===== config.mk =====
export PLATFORM = sky130hd
export DESIGN_NAME = csr_clkdet
export DESIGN_NICKNAME = d
export VERILOG_FILES = /design/src/rtl/csr_pkg.sv /design/src/rtl/csr_sync.sv /design/src/rtl/csr_clk_monitor.sv /design/src/rtl/csr_regfile.sv /design/src/rtl/csr_clkdet.sv
export SDC_FILE = /design/constraint.sdc
export NUM_CORES = 1
export LEC_CHECK = 0
export BUFFER_PORTS_ARGS = -buffer_cell sky130_fd_sc_hd__clkbuf_2
export CAP_MARGIN = 40
export CORE_MARGIN = 3
export CORE_UTILIZATION = 48
export CTS_CLUSTER_DIAMETER = 40
export DETAILED_ROUTE_END_ITERATION = 8
export PLACE_DENSITY = 0.76
export SLEW_MARGIN = 10
export SYNTH_ARGS = -nofsm -noshare
export SYNTH_HDL_FRONTEND = slang
export SYNTH_HIERARCHICAL = 1
export SYNTH_SLANG_ARGS = --single-unit

===== constraint.sdc =====
create_clock -name clk -period 1.8 [get_ports clk]
set_clock_uncertainty 0.1 [all_clocks]
set_input_delay 0 -clock clk [delete_from_list [all_inputs] [get_ports clk]]
set_output_delay 0 -clock clk [all_outputs]
set_load 0.005 [all_outputs]

===== src/rtl/csr_pkg.sv =====
package csr_pkg;

    typedef enum logic [1:0] {
        PH_0   = 2'd0,
        PH_90  = 2'd1,
        PH_180 = 2'd2,
        PH_270 = 2'd3
    } phase_e;

    typedef struct packed {
        logic hi_rx;
        logic lo_rx;
        logic mux;
    } unit_t;

    typedef struct packed {
        logic   pll_unlock;
        phase_e phase;
        logic   ext_active;
        unit_t  unit;
        logic   rst_flag;
    } csr_view_t;

    localparam int CSR_W = $bits(csr_view_t);

    function automatic unit_t decode_slot(input logic [1:0] slot);
        unit_t u;
        u = '0;
        case (slot)
            2'd1:    u.lo_rx = 1'b1;
            2'd2:    u.hi_rx = 1'b1;
            default: u.mux   = 1'b1;
        endcase
        return u;
    endfunction

endpackage


===== src/rtl/csr_sync.sv =====
module csr_sync #(
    parameter int W      = 2,
    parameter int STAGES = 2
) (
    input  logic         clk,
    input  logic         rst,
    input  logic [W-1:0] d_async,
    output logic [W-1:0] q_sync
);
    logic [W-1:0] chain [STAGES];

    always_ff @(posedge clk) begin
        if (rst) begin
            for (int i = 0; i < STAGES; i++) chain[i] <= '0;
        end else begin
            chain[0] <= d_async;
            for (int i = 1; i < STAGES; i++) chain[i] <= chain[i-1];
        end
    end

    assign q_sync = chain[STAGES-1];
endmodule


===== src/rtl/csr_clk_monitor.sv =====
module csr_clk_monitor #(
    parameter int WIN_LEN  = 256,
    parameter int EDGE_MIN = 4
) (
    input  logic clk,
    input  logic rst,
    input  logic ext_lvl,
    output logic active
);
    localparam int WIN_W = $clog2(WIN_LEN);
    localparam int CNT_W = $clog2(EDGE_MIN + 1);
    localparam logic [WIN_W-1:0] WIN_LAST = WIN_W'(WIN_LEN - 1);
    localparam logic [CNT_W-1:0] CNT_SAT  = CNT_W'(EDGE_MIN);

    logic             lvl_q;
    logic             rise;
    logic [WIN_W-1:0] win_cnt;
    logic             win_end;
    logic [CNT_W-1:0] edge_cnt;
    logic [CNT_W-1:0] cnt_next;

    assign rise     = ext_lvl & ~lvl_q;
    assign win_end  = (win_cnt == WIN_LAST);
    assign cnt_next = (rise && edge_cnt != CNT_SAT) ? edge_cnt + 1'b1 : edge_cnt;

    always_ff @(posedge clk) begin
        if (rst) begin
            lvl_q    <= 1'b0;
            win_cnt  <= '0;
            edge_cnt <= '0;
            active   <= 1'b0;
        end else begin
            lvl_q   <= ext_lvl;
            win_cnt <= win_end ? '0 : win_cnt + 1'b1;
            if (win_end) begin
                edge_cnt <= '0;
                if (cnt_next == CNT_SAT)
                    active <= 1'b1;
                else if (cnt_next == '0)
                    active <= 1'b0;
            end else begin
                edge_cnt <= cnt_next;
            end
        end
    end

    // presence is only declared at a window boundary
    a_r7_rise_at_boundary: assert property (@(posedge clk) disable iff (rst)
        $rose(active) |-> $past(win_end));

    // loss only after a window that saw no edge
    a_r8_fall_after_empty: assert property (@(posedge clk) disable iff (rst)
        $fell(active) |-> $past(win_end && edge_cnt == '0 && !rise));

    // verdict holds inside a window
    a_r8_hold_inside: assert property (@(posedge clk) disable iff (rst)
        !win_end |=> $stable(active));
endmodule


===== src/rtl/csr_regfile.sv =====
module csr_regfile
    import csr_pkg::*;
(
    input  logic       clk,
    input  logic       rst,
    input  logic       wr_en,
    input  logic [1:0] wr_phase,
    input  logic       wr_reset,
    input  logic       rd_en,
    output phase_e     phase,
    output logic       rst_pulse,
    output logic       rst_flag
);
    logic do_reset;
    assign do_reset = wr_en & wr_reset;

    always_ff @(posedge clk) begin
        if (rst) begin
            phase     <= PH_0;
            rst_pulse <= 1'b0;
            rst_flag  <= 1'b0;
        end else begin
            rst_pulse <= do_reset;
            if (do_reset) begin
                phase    <= PH_0;
                rst_flag <= 1'b1;
            end else begin
                if (wr_en) phase <= phase_e'(wr_phase);
                if (rd_en) rst_flag <= 1'b0;
            end
        end
    end

    // a pulse only follows a reset write
    a_r3_pulse_cause: assert property (@(posedge clk) disable iff (rst)
        rst_pulse |-> $past(wr_en && wr_reset));

    // phase is zero whenever the pulse is out
    a_r3_phase_zero: assert property (@(posedge clk) disable iff (rst)
        rst_pulse |-> phase == PH_0);

    // flag set alongside the pulse
    a_r5_flag_set: assert property (@(posedge clk) disable iff (rst)
        rst_pulse |-> rst_flag);

    // a read without a competing reset clears the flag
    a_r6_read_clears: assert property (@(posedge clk) disable iff (rst)
        (rd_en && !(wr_en && wr_reset)) |=> !rst_flag);
endmodule


===== src/rtl/csr_clkdet.sv =====
module csr_clkdet
    import csr_pkg::*;
#(
    parameter int WIN_LEN     = 256,
    parameter int EDGE_MIN    = 4,
    parameter int SYNC_STAGES = 2
) (
    input  logic       clk,
    input  logic       rst,
    input  logic [1:0] slot_addr,
    input  logic       wr_en,
    input  logic [7:0] wr_data,
    input  logic       rd_en,
    output logic [7:0] rd_data,
    input  logic       ext_clk,
    input  logic       pll_unlocked,
    output logic [1:0] phase_sel,
    output logic       ext_clk_sel,
    output logic       sw_reset_pulse
);
    logic [1:0] synced;
    logic       ext_lvl;
    logic       pll_unl_s;
    logic       ext_active;
    phase_e     phase;
    logic       rst_flag;
    csr_view_t  view;
    logic       unused_wr_bits;

    assign unused_wr_bits = ^{wr_data[7], wr_data[4:1]};

    csr_sync #(.W(2), .STAGES(SYNC_STAGES)) u_sync (
        .clk     (clk),
        .rst     (rst),
        .d_async ({ext_clk, pll_unlocked}),
        .q_sync  (synced)
    );
    assign ext_lvl   = synced[1];
    assign pll_unl_s = synced[0];

    csr_clk_monitor #(.WIN_LEN(WIN_LEN), .EDGE_MIN(EDGE_MIN)) u_mon (
        .clk     (clk),
        .rst     (rst),
        .ext_lvl (ext_lvl),
        .active  (ext_active)
    );

    csr_regfile u_regs (
        .clk       (clk),
        .rst       (rst),
        .wr_en     (wr_en),
        .wr_phase  (wr_data[6:5]),
        .wr_reset  (wr_data[0]),
        .rd_en     (rd_en),
        .phase     (phase),
        .rst_pulse (sw_reset_pulse),
        .rst_flag  (rst_flag)
    );

    always_comb begin
        view.pll_unlock = pll_unl_s;
        view.phase      = phase;
        view.ext_active = ext_active;
        view.unit       = decode_slot(slot_addr);
        view.rst_flag   = rst_flag;
    end

    assign rd_data     = view;
    assign phase_sel   = phase;
    assign ext_clk_sel = ext_active;

    // exactly one unit type reported
    a_r4_type_onehot: assert property (@(posedge clk) disable iff (rst)
        $countones(rd_data[3:1]) == 1);
endmodule


# After elaboration in Yosys (flattened, before gate mapping)
# Memories as Yosys holds them, arrays and structs flattened.
# Index checks and enable logic that the tools add are counted.
# Widths: inputs -> output; s select.
dict set report classes {
  n_addsub 2
  n_eq_ne 5
  n_mux 13
  bitwise_logic 5
  reduce_logical 8
}
# op n
set op_table {}
lappend op_table {{$mux 1} 10}
lappend op_table {{$add 8x1->8 const B} 1}
lappend op_table {{$eq 8x8->1 const B} 1}
lappend op_table {{$reduce_or 2->1} 3}
lappend op_table {{$mux 2} 2}
lappend op_table {{$reduce_bool 2->1} 2}
lappend op_table {{$add 3x1->3 const B} 1}
lappend op_table {{$eq 3x3->1 const B} 1}
lappend op_table {{$logic_not 3->1} 1}
lappend op_table {{$mux 3} 1}
lappend op_table {{$ne 3x3->1 const B} 1}
lappend op_table {{$and 1x1->1} 2}
lappend op_table {{$eq 2x1->1 const B} 1}
lappend op_table {{$eq 2x2->1 const B} 1}
lappend op_table {{$or 1x1->1} 2}
lappend op_table {{$reduce_and 2->1} 1}
lappend op_table {{$logic_and 1x1->1} 1}
lappend op_table {{$not 1->1} 1}
dict set report totals {
  regBits 17
  ramBits 4
  out_inout_bits 12
  wordCells 41
  n_memories 1
}
# name depth width rd rd_ports_with_merged_regs wr line
set memory_table {}
lappend memory_table {u_sync.chain 2 2 2 0 2 csr_sync.sv:10} ;# logic [W-1:0] chain [STAGES];

# Longest topological paths before layout
# Gate-level depths: netlist of run 1.
dict set report depth {
  depth_word 7
  ltp_mapped 6
  mapped_depth_nobuf 6
}

# Modules after synthesis
# The synthesis of run 1 kept the hierarchy.
# mod instances cells_each area_per_inst_um2
set modules_own_cells {}
lappend modules_own_cells {csr_clk_monitor 1 64 581.8}
lappend modules_own_cells {csr_regfile 1 14 136.4}
lappend modules_own_cells {csr_sync 1 10 120.1}
lappend modules_own_cells {csr_clkdet 1 8 62.6}

# Worst setup path after synthesis of run 1
# Ideal clock, no wire load.
dict set report synth_timing {
  kind {reg-to-reg}
  start {register u_mon.edge_cnt[0]}
  end {register u_mon.active}
  setup_time_ns 0.121
  t_arrival_ns 1.374
  required_time_ns 1.579
  slack_ns 0.205
  path_stages_with_launch 7
  n_path_buf 0
  synth_period_minus_slack_ns 1.595
  cell_sequence {dfxtp_1 -> inv_1 -> ha_1 -> nand2_1 -> a211o_1 -> a21boi_2 -> mux2_4}
}
dict set report synth_between {
  elab_chain_len 6
  word_cells_on_any_way 9
  cone_classes {add/sub: 1; eq/ne: 2; mux: 2; reduce/logical: 4}
}
# element line
set synth_rtl {}
lappend synth_rtl {{start: declaration} csr_clk_monitor.sv:19} ;# logic [CNT_W-1:0] edge_cnt;
lappend synth_rtl {{start signal: assignment} csr_clk_monitor.sv:42} ;# edge_cnt <= cnt_next;
lappend synth_rtl {{parallel branches: the longest is 2 deep, another holds $add 3x1->3} --}
lappend synth_rtl {{$mux 3 (*)} csr_clk_monitor.sv:24} ;# assign cnt_next = (rise && edge_cnt != CNT_SAT) ? edge_cnt + 1'b1 : edge_cnt;
lappend synth_rtl {{$eq 3x3->1 / $logic_not 3->1 (equally long branches)} {csr_clk_monitor.sv:37, csr_clk_monitor.sv:39}}
lappend synth_rtl {{$reduce_bool 2->1 (no source line)} --}
lappend synth_rtl {{$reduce_and 2->1 (no source line)} --}
lappend synth_rtl {{end signal: assignment} csr_clk_monitor.sv:31} ;# active <= 1'b0;
lappend synth_rtl {{end signal: assignment} csr_clk_monitor.sv:38} ;# active <= 1'b1;
lappend synth_rtl {{end signal: assignment} csr_clk_monitor.sv:40} ;# active <= 1'b0;
lappend synth_rtl {{end: declaration} csr_clk_monitor.sv:8} ;# output logic active
# Every way passes the cells marked *.
# A chain may end at the register's enable or synchronous reset.

# Final worst setup path of run 1
# Same ends and word-level chain as after synthesis.

==> results of run 1 <==
## per-layer routing
metal | wire (um) | up-vias
met2 | 1022 | 16
met5 | 0 | -
met1 | 707 | 325
li1 | - | 369
met4 | 58 | 0
met3 | 78 | 6
## what timing repair did
action | 4_1_cts | 5_1_grt
setup endpoints to repair | 0 | 4
endpoints found under the hold margin | 11 | 2
setup buffers | 0 | 0
gates resized for setup | 0 | 1
hold buffers | 16 | 1
## power by group
part | switching, uW | internal, uW | leakage, uW | total (uW)
Combinational | 39.0 | 53.5 | 0.000329 | 92.5
Clock | 142 | 86.7 | 0.0000150 | 229
Sequential | 10.6 | 481 | 0.000172 | 492
## area by class of cell
type                       instances  area (um^2)
inverter                           5        18.77
sequential                        21        421.7
clock buffer                       4        26.28
multi-input combinational         63        411.6
tap                               25        31.28
fill                             137        585.6
timing repair buffer              36        250.2
## registers in the layout, indices dropped and copies added, names as in the netlist
name and flops:
u_mon/edge_cnt 3, u_mon/lvl_q 1, u_mon/win_cnt 8, u_mon/active 1
u_regs/phase 2, u_sync/chain 4, u_regs/rst_pulse 1, u_regs/rst_flag 1
## per-stage QoR
step	utilization [%]	hold WS (ps)	setup slack [ps]	area, um^2
final	66.45	194.7	71.64	1160
after global routing	66.45	220.0	21.39	1160
after CTS	67.53	201.4	37.48	1179
after detailed placement	56.85	115.7	62.63	992.2
after global placement	56.85	110.1	160.5	992.2
after floorplan	-	-30.93	204.8	900.9
## layout by cell type (no fill, tap or decap)
master,netlist,routed
dlygate4sd3_1,0,14
nand3b_1,3,3
nand4_1,1,1
or2_2,1,1
nand4b_1,1,1
xnor2_1,4,4
a211o_1,1,1
nand3_1,5,5
mux2i_1,1,1
clkbuf_2,0,22
ha_1,5,5
nor2_1,15,15
a21boi_2,1,1
mux2_4,1,1
inv_1,5,5
nand2b_1,3,3
and3_1,1,1
xor2_1,3,3
or2b_1,1,1
clkbuf_4,0,3
nor2b_1,6,6
a21oi_1,4,4
nor2b_2,1,1
dfxtp_1,21,20
clkbuf_1,0,1
dfxtp_2,0,1
nand2_1,5,5
## cells by family after synthesis
| group | after synthesis | synth area share, % |
|---|---|---|
| buf+inv | 12 | 7.638 |
| compound gates | 6 | 4.445 |
| mux | 2 | 2.777 |
| xor+xnor | 7 | 6.806 |
| simple gates | 43 | 24.72 |
| flops | 21 | 46.67 |
| fa+ha+maj | 5 | 6.944 |
## critical path, cell delays in order, from the launching register on
cell and delay (ps):
dfxtp_2 350, inv_1 90, ha_1 180, nand2_1 120, a211o_1 320, a21boi_2 170
mux2_4 310
## worst paths after layout
kind / endpoint / slack (ps) / startpoint / depth (start not counted)
hold / removal: rd_data[1] / 190 / slot_addr[1] / 3
hold reg to reg: u_mon/win_cnt[0] / 360 / u_mon/win_cnt[0] / 1
setup / recovery: u_mon/active / 70 / u_mon/edge_cnt[0] / 6
setup reg to reg: u_mon/active / 70 / u_mon/edge_cnt[0] / 6
==> results by group, run 1 <==
Outcome
  • Status: completed

Layout
  • Synth-to-layout area growth: 28.75%
  • Nets: 151
  • Layout cells sized above 1: 23.26%
  • Antenna Cells: 0
  • Non-Filler Instances: 154

Synthesis
  • Commonest cells post-synth: dfxtp_1, nor2_1, buf_4, nor2b_1
  • EDFF count, synth: 0
  • Register area share after synthesis: a little under half
  • Most common cell in the synthesized netlist: dfxtp_1
  • Syn Nets: between 100 and 150
  • Synth Area per Inst: ~9.4 um^2
  • Most used DFF post-synth: dfxtp_1
  • Ys async rst share: 0%
  • Synth area leaders: dfxtp_1, ha_1, nor2_1, buf_4, nor2b_1
  • Yosys warnings: 6
  • Synth cell types: 24
  • Synth Instances: 96
  • Area leader, netlist: dfxtp_1
  • Flop and latch count out of synthesis: 21
  • Synthesized area: between 900 and 1000 um^2
  • Share of the synthesized area in the top cell type: 46.67%

STA
  • Final setup viols: 0
  • Min Clock Period, post-route: roughly 1700 ps
  • Final Max Tran Viols: 0
  • RSZ-0062 raised after global routing: false
  • Final hold vios: 0
  • Worst-margin pin slew: ~250 ps
  • F_max: 578.6 MHz
  • Relative slew margins: slightly above 80%
  • Final Cycle Share: a little over nine tenths
  • Sum of negative setup slack: 0 ps

Routing
  • DR iter-0 viols: 15
  • Pre-Repair DR Iteration Count: 4
  • Remaining DRCs: 0
  • ANT nets after route: 0
  • Routed wire length per instance: 12.12 um
  • Drt total wl: about 1.9 mm
  • Via count: between 700 and 800
  • Vias per cell: between 4 and 5

GRT
  • Total track usage: 18.09%
  • Largest net degree at the start of global routing: 15
  • Number of global-route vias before repair: approximately 730
  • Antenna violations before repair: 0
  • M1 GR Usage: 17.33%
  • GR met2 Demand/Resource: 32.14%
  • GR peak layer: met2
  • Grt met3 use: approximately 6.4%
  • GR Overflow Total: 0
  • Global-route wire length before repair: roughly 3.2 mm

Setup path
  • WS Path Type: reg2reg
  • CP Capture Type: flop
  • Critical Path AT: roughly 1800 ps
  • Maximum fanout along the worst path: 4
  • Critical Path RT: approximately 1900 ps
  • Critical Path Start Type: flop

Power and ir drop
  • Power Total: 813.0 uW
  • Pwr dens: 701.0 nW/um^2
  • Peak VDD IR: roughly 0.5 mV
  • Pleak: 0.0005157 uW

Die
  • Num rows: 15
  • IO Pins: 28
  • Die area: between 2000 and 2500 um^2
  • Die Height: a little under 50 um
  • Initial Util: roughly half
  • Die Wd: roughly 50 um
  • Total core area: between 1500 and 2000 um^2

Clock network
  • Maximum buffer depth of the clock tree: 2
  • Clock sink total: 21
  • CTS H-tree lvls: 1
  • CTS tree: yes
  • Clk_lat worst skew: approximately 310 ps
  • CTS buffer count: 3
  • Reg clk slew, reported paths: 110 ps
  • CTS root buf: clkbuf_4

Hold path
  • Min-Delay Path Class: in2out

Run
  • Max_cap viols: 0

Placed design
  • Post-DP HPWL: between 1 and 1.5 mm
  • RePlAce Congestion: 0.7807
  • PortBufs: 22
  • Cells after DPL: 136
Power figures use the tool's default switching activity.
==> inputs of run 2 (changes only) <==
--- a/config.mk
+++ b/config.mk
@@ -8,10 +8,11 @@
 export BUFFER_PORTS_ARGS = -buffer_cell sky130_fd_sc_hd__clkbuf_2
 export CAP_MARGIN = 40
 export CORE_MARGIN = 3
-export CORE_UTILIZATION = 48
+export CORE_UTILIZATION = 44
 export CTS_CLUSTER_DIAMETER = 40
 export DETAILED_ROUTE_END_ITERATION = 8
-export PLACE_DENSITY = 0.76
+export PLACE_DENSITY = 0.73
+export REMOVE_ABC_BUFFERS = 1
 export SLEW_MARGIN = 10
 export SYNTH_ARGS = -nofsm -noshare
 export SYNTH_HDL_FRONTEND = slang
==> constraint.sdc (replaced) <==
create_clock -name clk -period 1.4 [get_ports clk]
set_clock_uncertainty 0.1 [all_clocks]
set_input_delay 0 -clock clk [delete_from_list [all_inputs] [get_ports clk]]
set_output_delay 0 -clock clk [all_outputs]
set_load 0.005 [all_outputs]
==> run 2 against run 1 <==
- the flow now finishes with violations (setup timing)
- sequential power rose by 28%
- sequential share of layout area fell by 3.3 points
- final cell count rose by 7.8%
- worst setup slack got worse by 170 ps
- global-route usage fell by 1.8 points
- power rose by 30%
- utilization rose by 3.9 points
- flip-flop and latch count did not move
- first-iteration DRC count fell by 60%
- die area rose by 8.0%
- routed wire length fell by 6.0%
- highest routed layer unchanged
==> results by group, run 2 (synthesis results as in run 1) <==
GRT
  • Antenna violations before repair: 0 (unchanged)
  • Largest net degree at the start of global routing: 15 (unchanged)
  • Grt met3 use: 3.499% (was 6.422%)
  • Global-route wire length before repair: 3.201 mm (was 3.208 mm)
  • M1 GR Usage: 18.10% (was 17.33%)
  • GR met2 Demand/Resource: 29.61% (was 32.14%)
  • GR Overflow Total: 0 (unchanged)
  • GR peak layer: met2 (unchanged)
  • Number of global-route vias before repair: 777 (was 727)
  • Total track usage: 16.30% (was 18.09%)

STA
  • Relative slew margins: 80.99% (was 83.13%)
  • F_max: 666.9 MHz (was 578.6 MHz)
  • Worst-margin pin slew: 285.2 ps (was 253.1 ps)
  • Final setup viols: 1 (was 0)
  • PnR worst setup slack: -99.59 ps (was 71.64 ps)
  • Final Max Tran Viols: 0 (unchanged)
  • Final Cycle Share: 107.1% (was 96.02%)
  • Min Clock Period, post-route: 1500 ps (was 1728 ps)
  • Final hold vios: 0 (unchanged)
  • RSZ-0062 raised after global routing: true (was false)
  • Final hold slack: 206.0 ps (was 194.7 ps)

Clock network
  • CTS root buf: clkbuf_4 (unchanged)
  • CTS tree: yes (unchanged)
  • Clock sink total: 21 (unchanged)
  • Reg clk slew, reported paths: 120 ps (was 110 ps)
  • Maximum buffer depth of the clock tree: 2 (unchanged)
  • CTS buffer count: 3 (unchanged)
  • CTS H-tree lvls: 1 (unchanged)
  • Clk_lat worst skew: 300 ps (was 310 ps)

Placed design
  • PortBufs: 22 (unchanged)
  • RePlAce Congestion: 0.7962 (was 0.7807)
  • Placement Setup Slack: -222.3 ps (was 62.63 ps)
  • Post-DP HPWL: 1.225 mm (was 1.105 mm)
  • Area post-placement: 1090 um^2 (was 992.2 um^2)
  • Cells after DPL: 149 (was 136)

Routing
  • Routed wire length per instance: 10.57 um (was 12.12 um)
  • Pre-Repair DR Iteration Count: 4 (unchanged)
  • Drt total wl: 1.754 mm (was 1.866 mm)
  • ANT nets after route: 0 (unchanged)
  • DR iter-0 viols: 6 (was 15)
  • Remaining DRCs: 0 (unchanged)
  • Via count: 735 (was 716)
  • Vias per cell: 4.428 (was 4.649)

Power and ir drop
  • Pleak: 0.0005755 uW (was 0.0005157 uW)
  • Power Total: 1058 uW (was 813.0 uW)
  • Pwr dens: 826.2 nW/um^2 (was 701.0 nW/um^2)
  • Peak VDD IR: 0.7340 mV (was 0.5015 mV)

Outcome
  • Status: complete, but fails checks (was completed)
  • Failing checks: setup timing

Setup path
  • Crit path cell chain: inv_2 -> ha_4 -> nand2_2 -> buf_4 -> nand4b_1 -> a21boi_2 -> mux2_4 (was inv_1 -> ha_1 -> nand2_1 -> a211o_1 -> a21boi_2 -> mux2_4)
  • WS Path Type: reg2reg (unchanged)
  • Critical Path Start Type: flop (unchanged)
  • WP buf/inv: 2 (was 1)
  • WP depth: 7 (was 6)
  • Worst R2R Path Depth: 7 (was 6)
  • Worst path top cell family by delay: flip-flops (was compound AO/OA/AOI/OAI gates)
  • Critical path's largest stage delay: 360 ps (was 350 ps)
  • CP Capture Type: flop (unchanged)
  • FF-to-FF setup slack: -100 ps (was 70 ps)
  • Critical Path RT: 1500 ps (was 1910 ps)
  • Critical Path AT: 1600 ps (was 1840 ps)
  • CP max-delay cell: dfxtp_2 (unchanged)
  • Maximum fanout along the worst path: 2 (was 4)

Layout
  • Most frequent cells in the layout: clkbuf_2, dfxtp_1, buf_4, nor2_1, dlygate4sd3_1 (was clkbuf_2, dfxtp_1, nor2_1, dlygate4sd3_1, nor2b_1)
  • # fillers: 150 (was 137)
  • Biggest registers after layout: u_mon/win_cnt (8), u_sync/chain (4), u_mon/edge_cnt (3) (unchanged)
  • Synth-to-layout area growth: 42.08% (was 28.75%)
  • Max reg flops: 8 (unchanged)
  • Nets: 163 (was 151)
  • Layout cells sized above 1: 37.59% (was 23.26%)
  • Commonest non-fill, non-tap cell in the layout: clkbuf_2 (unchanged)
  • Top reg by flops: u_mon/win_cnt (unchanged)
  • Non-Filler Instances: 166 (was 154)
  • Final cell area excluding filler cells: 1280 um^2 (was 1160 um^2)
  • Antenna Cells: 0 (unchanged)

Die
  • Total core area: 1821 um^2 (was 1745 um^2)
  • Die area: 2627 um^2 (was 2432 um^2)
  • IO Pins: 28 (unchanged)
  • Die Height: 51.25 um (was 49.32 um)
  • Die Wd: 51.25 um (was 49.32 um)
  • Initial Util: 49.48% (was 51.61%)
  • Num rows: 15 (unchanged)

Hold path
  • Min-Delay Path Class: in2out (unchanged)
  • WHS Path Cells: 3 (unchanged)

Run
  • Max_cap viols: 0 (unchanged)
==> run 2: report_power, final <==
group / internal (uW) / switching, uW
Combinational: 82.6 / 56.1
Sequential: 618 / 9.91
Clock: 109 / 182
==> run 2: repair_timing <==
action,CTS,global route
hold endpoints to repair,11,0
gates resized for setup,8,3
hold buffers,13,0
setup buffers,2,0
setup endpoints to repair,1,12
pin swaps,3,1
==> run 2: cell type report <==
cell class	count	area (um^2)	share of cell area, %
multi-input combinational	63	444.2	34.70
sequential	21	422.9	33.04
timing repair buffer	48	332.8	26.00
tap	25	31.28	2.444
clock buffer	3	22.52	1.760
inverter	5	18.77	1.466
clock inverter	1	7.507	0.5865
==> run 2: final timing paths <==
kind	startpoint	to
max reg2reg	u_mon/edge_cnt[0]	u_mon/active
max	u_mon/edge_cnt[0]	u_mon/active
min reg2reg	u_sync/chain[0][0]	u_sync/chain[0][2]
min	slot_addr[1]	rd_data[1]
==> run 2: worst reg2reg max path: cells and delay by family, from the launching register on <==
family	cells	cell delay (ps)
AOI/OAI and AO/OA	1	170
adders and majority gates	1	150
buffers and inverters	2	150
DFF	1	360
muxes	1	310
and+or+nand+nor	2	170
==> run 2: through the flow <==
step / setup TNS, ps / utilization (%)
after floorplan: -195.2 / -
after global placement: -134.8 / 59.86
after detailed placement: -222.3 / 59.86
after CTS: -102.0 / 70.58
after global routing: -203.3 / 70.31
final: -99.59 / 70.31
==> run 2: layer usage <==
metal	vias to the layer above	part of all wire, %
li1	392	-
met1	331	41
met2	10	56
met3	2	2.7
met4	0	0.63
met5	-	0
==> inputs of run 3 (changes only) <==
--- a/config.mk
+++ b/config.mk
@@ -5,6 +5,7 @@
 export SDC_FILE = /design/constraint.sdc
 export NUM_CORES = 1
 export LEC_CHECK = 0
+export ABC_AREA = 1
 export BUFFER_PORTS_ARGS = -buffer_cell sky130_fd_sc_hd__clkbuf_2
 export CAP_MARGIN = 40
 export CORE_MARGIN = 3
==> run 3 against run 2 <==
- the flow now finishes without violations
- synthesized area rose by 2.5%
- largest power group unchanged
- non-clock buffer count fell by 12
- largest cell class is now flip-flops and latches
- critical endpoint unchanged
- flip-flop and latch count did not move
- worst setup slack improved by 150 ps
- first-iteration DRC count did not move
- critical path type unchanged
- hold slack got worse by 2.8 ps
==> results by group, run 3 <==
Die
  • Die Height: 51.81 um (was 51.25 um)
  • Total core area: 1858 um^2 (was 1821 um^2)
  • Num rows: 15 (unchanged)
  • Initial Util: 49.70% (was 49.48%)
  • IO Pins: 28 (unchanged)
  • Die area: 2684 um^2 (was 2627 um^2)
  • Die Wd: 51.81 um (was 51.25 um)

Layout
  • Commonest non-fill, non-tap cell in the layout: clkbuf_2 (unchanged)
  • Max reg flops: 8 (unchanged)
  • Nets: 170 (was 163)
  • Antenna Cells: 0 (unchanged)
  • Layout cells sized above 1: 30.41% (was 37.59%)
  • Final cell area excluding filler cells: 1229 um^2 (was 1280 um^2)
  • Most frequent cells in the layout: clkbuf_2, inv_1, nor2_1, dfxtp_1 (was clkbuf_2, dfxtp_1, buf_4, nor2_1, dlygate4sd3_1)
  • Biggest registers after layout: u_mon/win_cnt (8), u_sync/chain (4), u_mon/edge_cnt (3) (unchanged)
  • Synth-to-layout area growth: 33.06% (was 42.08%)
  • Top reg by flops: u_mon/win_cnt (unchanged)

Clock network
  • Clk_lat worst skew: 300 ps (about the same)
  • Clock sink total: 21 (unchanged)
  • Maximum buffer depth of the clock tree: 2 (unchanged)
  • CTS root buf: clkbuf_4 (unchanged)
  • CTS tree: yes (unchanged)
  • CTS buffer count: 3 (unchanged)
  • CTS H-tree lvls: 1 (unchanged)
  • Reg clk slew, reported paths: 110 ps (was 120 ps)

Power and ir drop
  • Clk pwr share: 26.8% (was 27.5%)
  • Internal: 802.2 uW (was 809.7 uW)
  • P_sw: 251.4 uW (was 247.8 uW)
  • Pwr dens: 857.5 nW/um^2 (was 826.2 nW/um^2)
  • Reg power frac: 60.3% (was 59.4%)
  • Comb pwr share: 12.9% (was 13.1%)
  • Pleak: 0.0005998 uW (was 0.0005755 uW)
  • Switch share: 23.86% (was 23.43%)
  • Peak VDD IR: 0.5770 mV (was 0.7340 mV)

Placed design
  • Area post-placement: 1020 um^2 (was 1090 um^2)
  • Post-DP HPWL: 1.208 mm (was 1.225 mm)
  • RePlAce Congestion: 0.6876 (was 0.7962)
  • PortBufs: 22 (unchanged)
  • Placement Setup Slack: -16.06 ps (was -222.3 ps)

Setup path
  • Crit path to: u_mon/active (unchanged)
  • FF-to-FF setup slack: 50 ps (was -100 ps)
  • Reg-to-Reg End: u_mon/active (unchanged)
  • Maximum fanout along the worst path: 3 (was 2)
  • WS Path Type: reg2reg (unchanged)
  • Worst reg2reg startpoint: u_mon/edge_cnt[1] (was u_mon/edge_cnt[0])
  • Critical Path AT: 1450 ps (was 1600 ps)
  • Worst R2R Path Depth: 10 (was 7)
  • Critical path startpoint: u_mon/edge_cnt[1] (was u_mon/edge_cnt[0])
  • Critical Path RT: 1500 ps (about the same)
  • CP Capture Type: flop (unchanged)
  • Critical Path Start Type: flop (unchanged)

STA
  • PnR worst setup slack: 47.91 ps (was -99.59 ps)
  • Worst-margin pin slew: 302.5 ps (was 285.2 ps)
  • RSZ-0062 raised after global routing: true (unchanged)
  • Final hold vios: 0 (unchanged)
  • Min Clock Period, post-route: 1352 ps (was 1500 ps)
  • Final setup viols: 0 (was 1)
  • Final Cycle Share: 96.58% (was 107.1%)
  • Relative slew margins: 79.76% (was 80.99%)
  • F_max: 739.6 MHz (was 666.9 MHz)
  • Final Max Tran Viols: 0 (unchanged)

Synthesis
  • EDFF count, synth: 0 (unchanged)
  • Synthesized area: 923.4 um^2 (was 900.9 um^2)
  • Commonest cells post-synth: dfxtp_1, inv_1, nor2_1 (was dfxtp_1, nor2_1, buf_4, nor2b_1)
  • Synth Area per Inst: 8.100 um^2 (was 9.384 um^2)
  • Share of the synthesized area in the top cell type: 45.53% (was 46.67%)
  • Yosys warnings: 6 (unchanged)
  • Synth Instances: 114 (was 96)
  • Most used DFF post-synth: dfxtp_1 (unchanged)
  • Flop and latch count out of synthesis: 21 (unchanged)
  • Area leader, netlist: dfxtp_1 (unchanged)
  • Synth cell types: 19 (was 24)
  • Register area share after synthesis: 45.53% (was 46.67%)
  • Ys async rst share: 0% (unchanged)
  • Synth area leaders: dfxtp_1, inv_1, nor2_1, ha_1, nand2_1 (was dfxtp_1, ha_1, nor2_1, buf_4, nor2b_1)

GRT
  • GR Overflow Total: 0 (unchanged)
  • Largest net degree at the start of global routing: 12 (was 15)
  • Global-route wire length before repair: 3.332 mm (was 3.201 mm)
  • Total track usage: 17.38% (was 16.30%)
  • Antenna violations before repair: 0 (unchanged)
  • Number of global-route vias before repair: 805 (was 777)

Routing
  • Pre-Repair DR Iteration Count: 3 (was 4)
  • Vias per cell: 4.653 (was 4.428)
  • Remaining DRCs: 0 (unchanged)
  • Routed wire length per instance: 11.91 um (was 10.57 um)
  • Drt total wl: 2.060 mm (was 1.754 mm)
  • Via count: 805 (was 735)
  • DR iter-0 viols: 6 (unchanged)
  • ANT nets after route: 0 (unchanged)

Run
  • Max_cap viols: 0 (unchanged)

Hold path
  • WHS Path Cells: 3 (unchanged)
  • Min-Delay Path Class: in2out (unchanged)

Outcome
  • Status: completed (was complete, but fails checks)
-- run 3: cell count changes in the layout (fill, tap and decap cells not counted), moves of 3 or more --
cell / previous run / this run
buf_4: 15 / 1
xnor2_1: 4 / 0
nor2_1: 14 / 18
nand2_1: 4 / 13
nand3b_1: 3 / 0
nand2_2: 1 / 5
nand4_1: 1 / 4
nand2b_1: 3 / 0
nand3_1: 5 / 2
nor2b_1: 6 / 0
inv_1: 3 / 21
-- run 3: critical path: stages (launching register included) --
cell and delay (ps):
dfxtp_1 350, inv_1 60, ha_1 180, nand2_2 110, nand3_4 80, nand2_1 90, nand2_2 70, nand3_2 80
nand2_1 50, nand2_1 50, nor2_1 30
-- run 3: timing repair --
action	in CTS	in global routing
endpoints found under the hold margin	10	0
hold buffers	14	0
pin swaps	0	2
resized for setup	1	12
setup buffers	0	1
setup endpoints to repair	1	13
-- run 3: cells by family (layout without fill, tap and decap cells) --
kind of cell | count (synthesis) | in the layout | synth area share (%)
and+or+nand+nor | 49 | 49 | 23.85
AOI/OAI and AO/OA | 6 | 6 | 5.285
DFF | 21 | 21 | 45.53
xor gates and xnor gates | 5 | 5 | 4.742
buffers and inverters | 28 | 62 | 13.82
adders and majority gates | 5 | 5 | 6.775
-- run 3: worst min path at each step --
stage | start | endpoint | slack (ps)
floorplan | rst | u_regs/rst_flag | -40
global placement | pll_unlocked | u_sync/chain[0][0] | 90
detailed placement | ext_clk | u_sync/chain[0][1] | 100
CTS | slot_addr[1] | rd_data[1] | 210
global route | slot_addr[1] | rd_data[1] | 220
finish | slot_addr[1] | rd_data[1] | 200
-- run 3: power by group through the flow --
stage	logic (uW)	clock network, uW	registers (uW)
detailed placement	94.5	0	645
global route	154	323	639
finish	136	282	636
CTS	125	297	632
global placement	89.3	0	643
floorplan	51.1	0	644
-- run 3: cell type report --
cell class              count  area [um^2]
repair buffers             36        247.7
flip-flops and latches     21        424.2
clock buffers               4        26.28
inverters                  22        82.58
multi-input cells          65        416.7
well taps                  25        31.28
fillers                   162        629.4
-- run 3: per-layer routing --
metal	vias to the layer above	part of all wire, %	GRT usage (%)	routed length, um
li1	408	-	-	-
met1	368	35	15.75	716
met2	17	56	31.99	1157
met3	12	3.6	5.731	74
met4	0	5.4	12.23	111
met5	-	0	0	0
-- run 3: metrics by stage --
stage / power [uW] / std cells / hold WS, ps / util, % / TNS (ps)
floorplan: 695.0 / 108 / -37.56 / - / 0
global placement: 732.7 / 155 / 92.59 / 54.88 / 0
detailed placement: 739.6 / 155 / 100.2 / 54.88 / -16.06
CTS: 1054 / 173 / 207.8 / 63.91 / 0
global route: 1116 / 173 / 219.3 / 66.13 / -83.06
finish: 1054 / 173 / 203.2 / 66.13 / 0
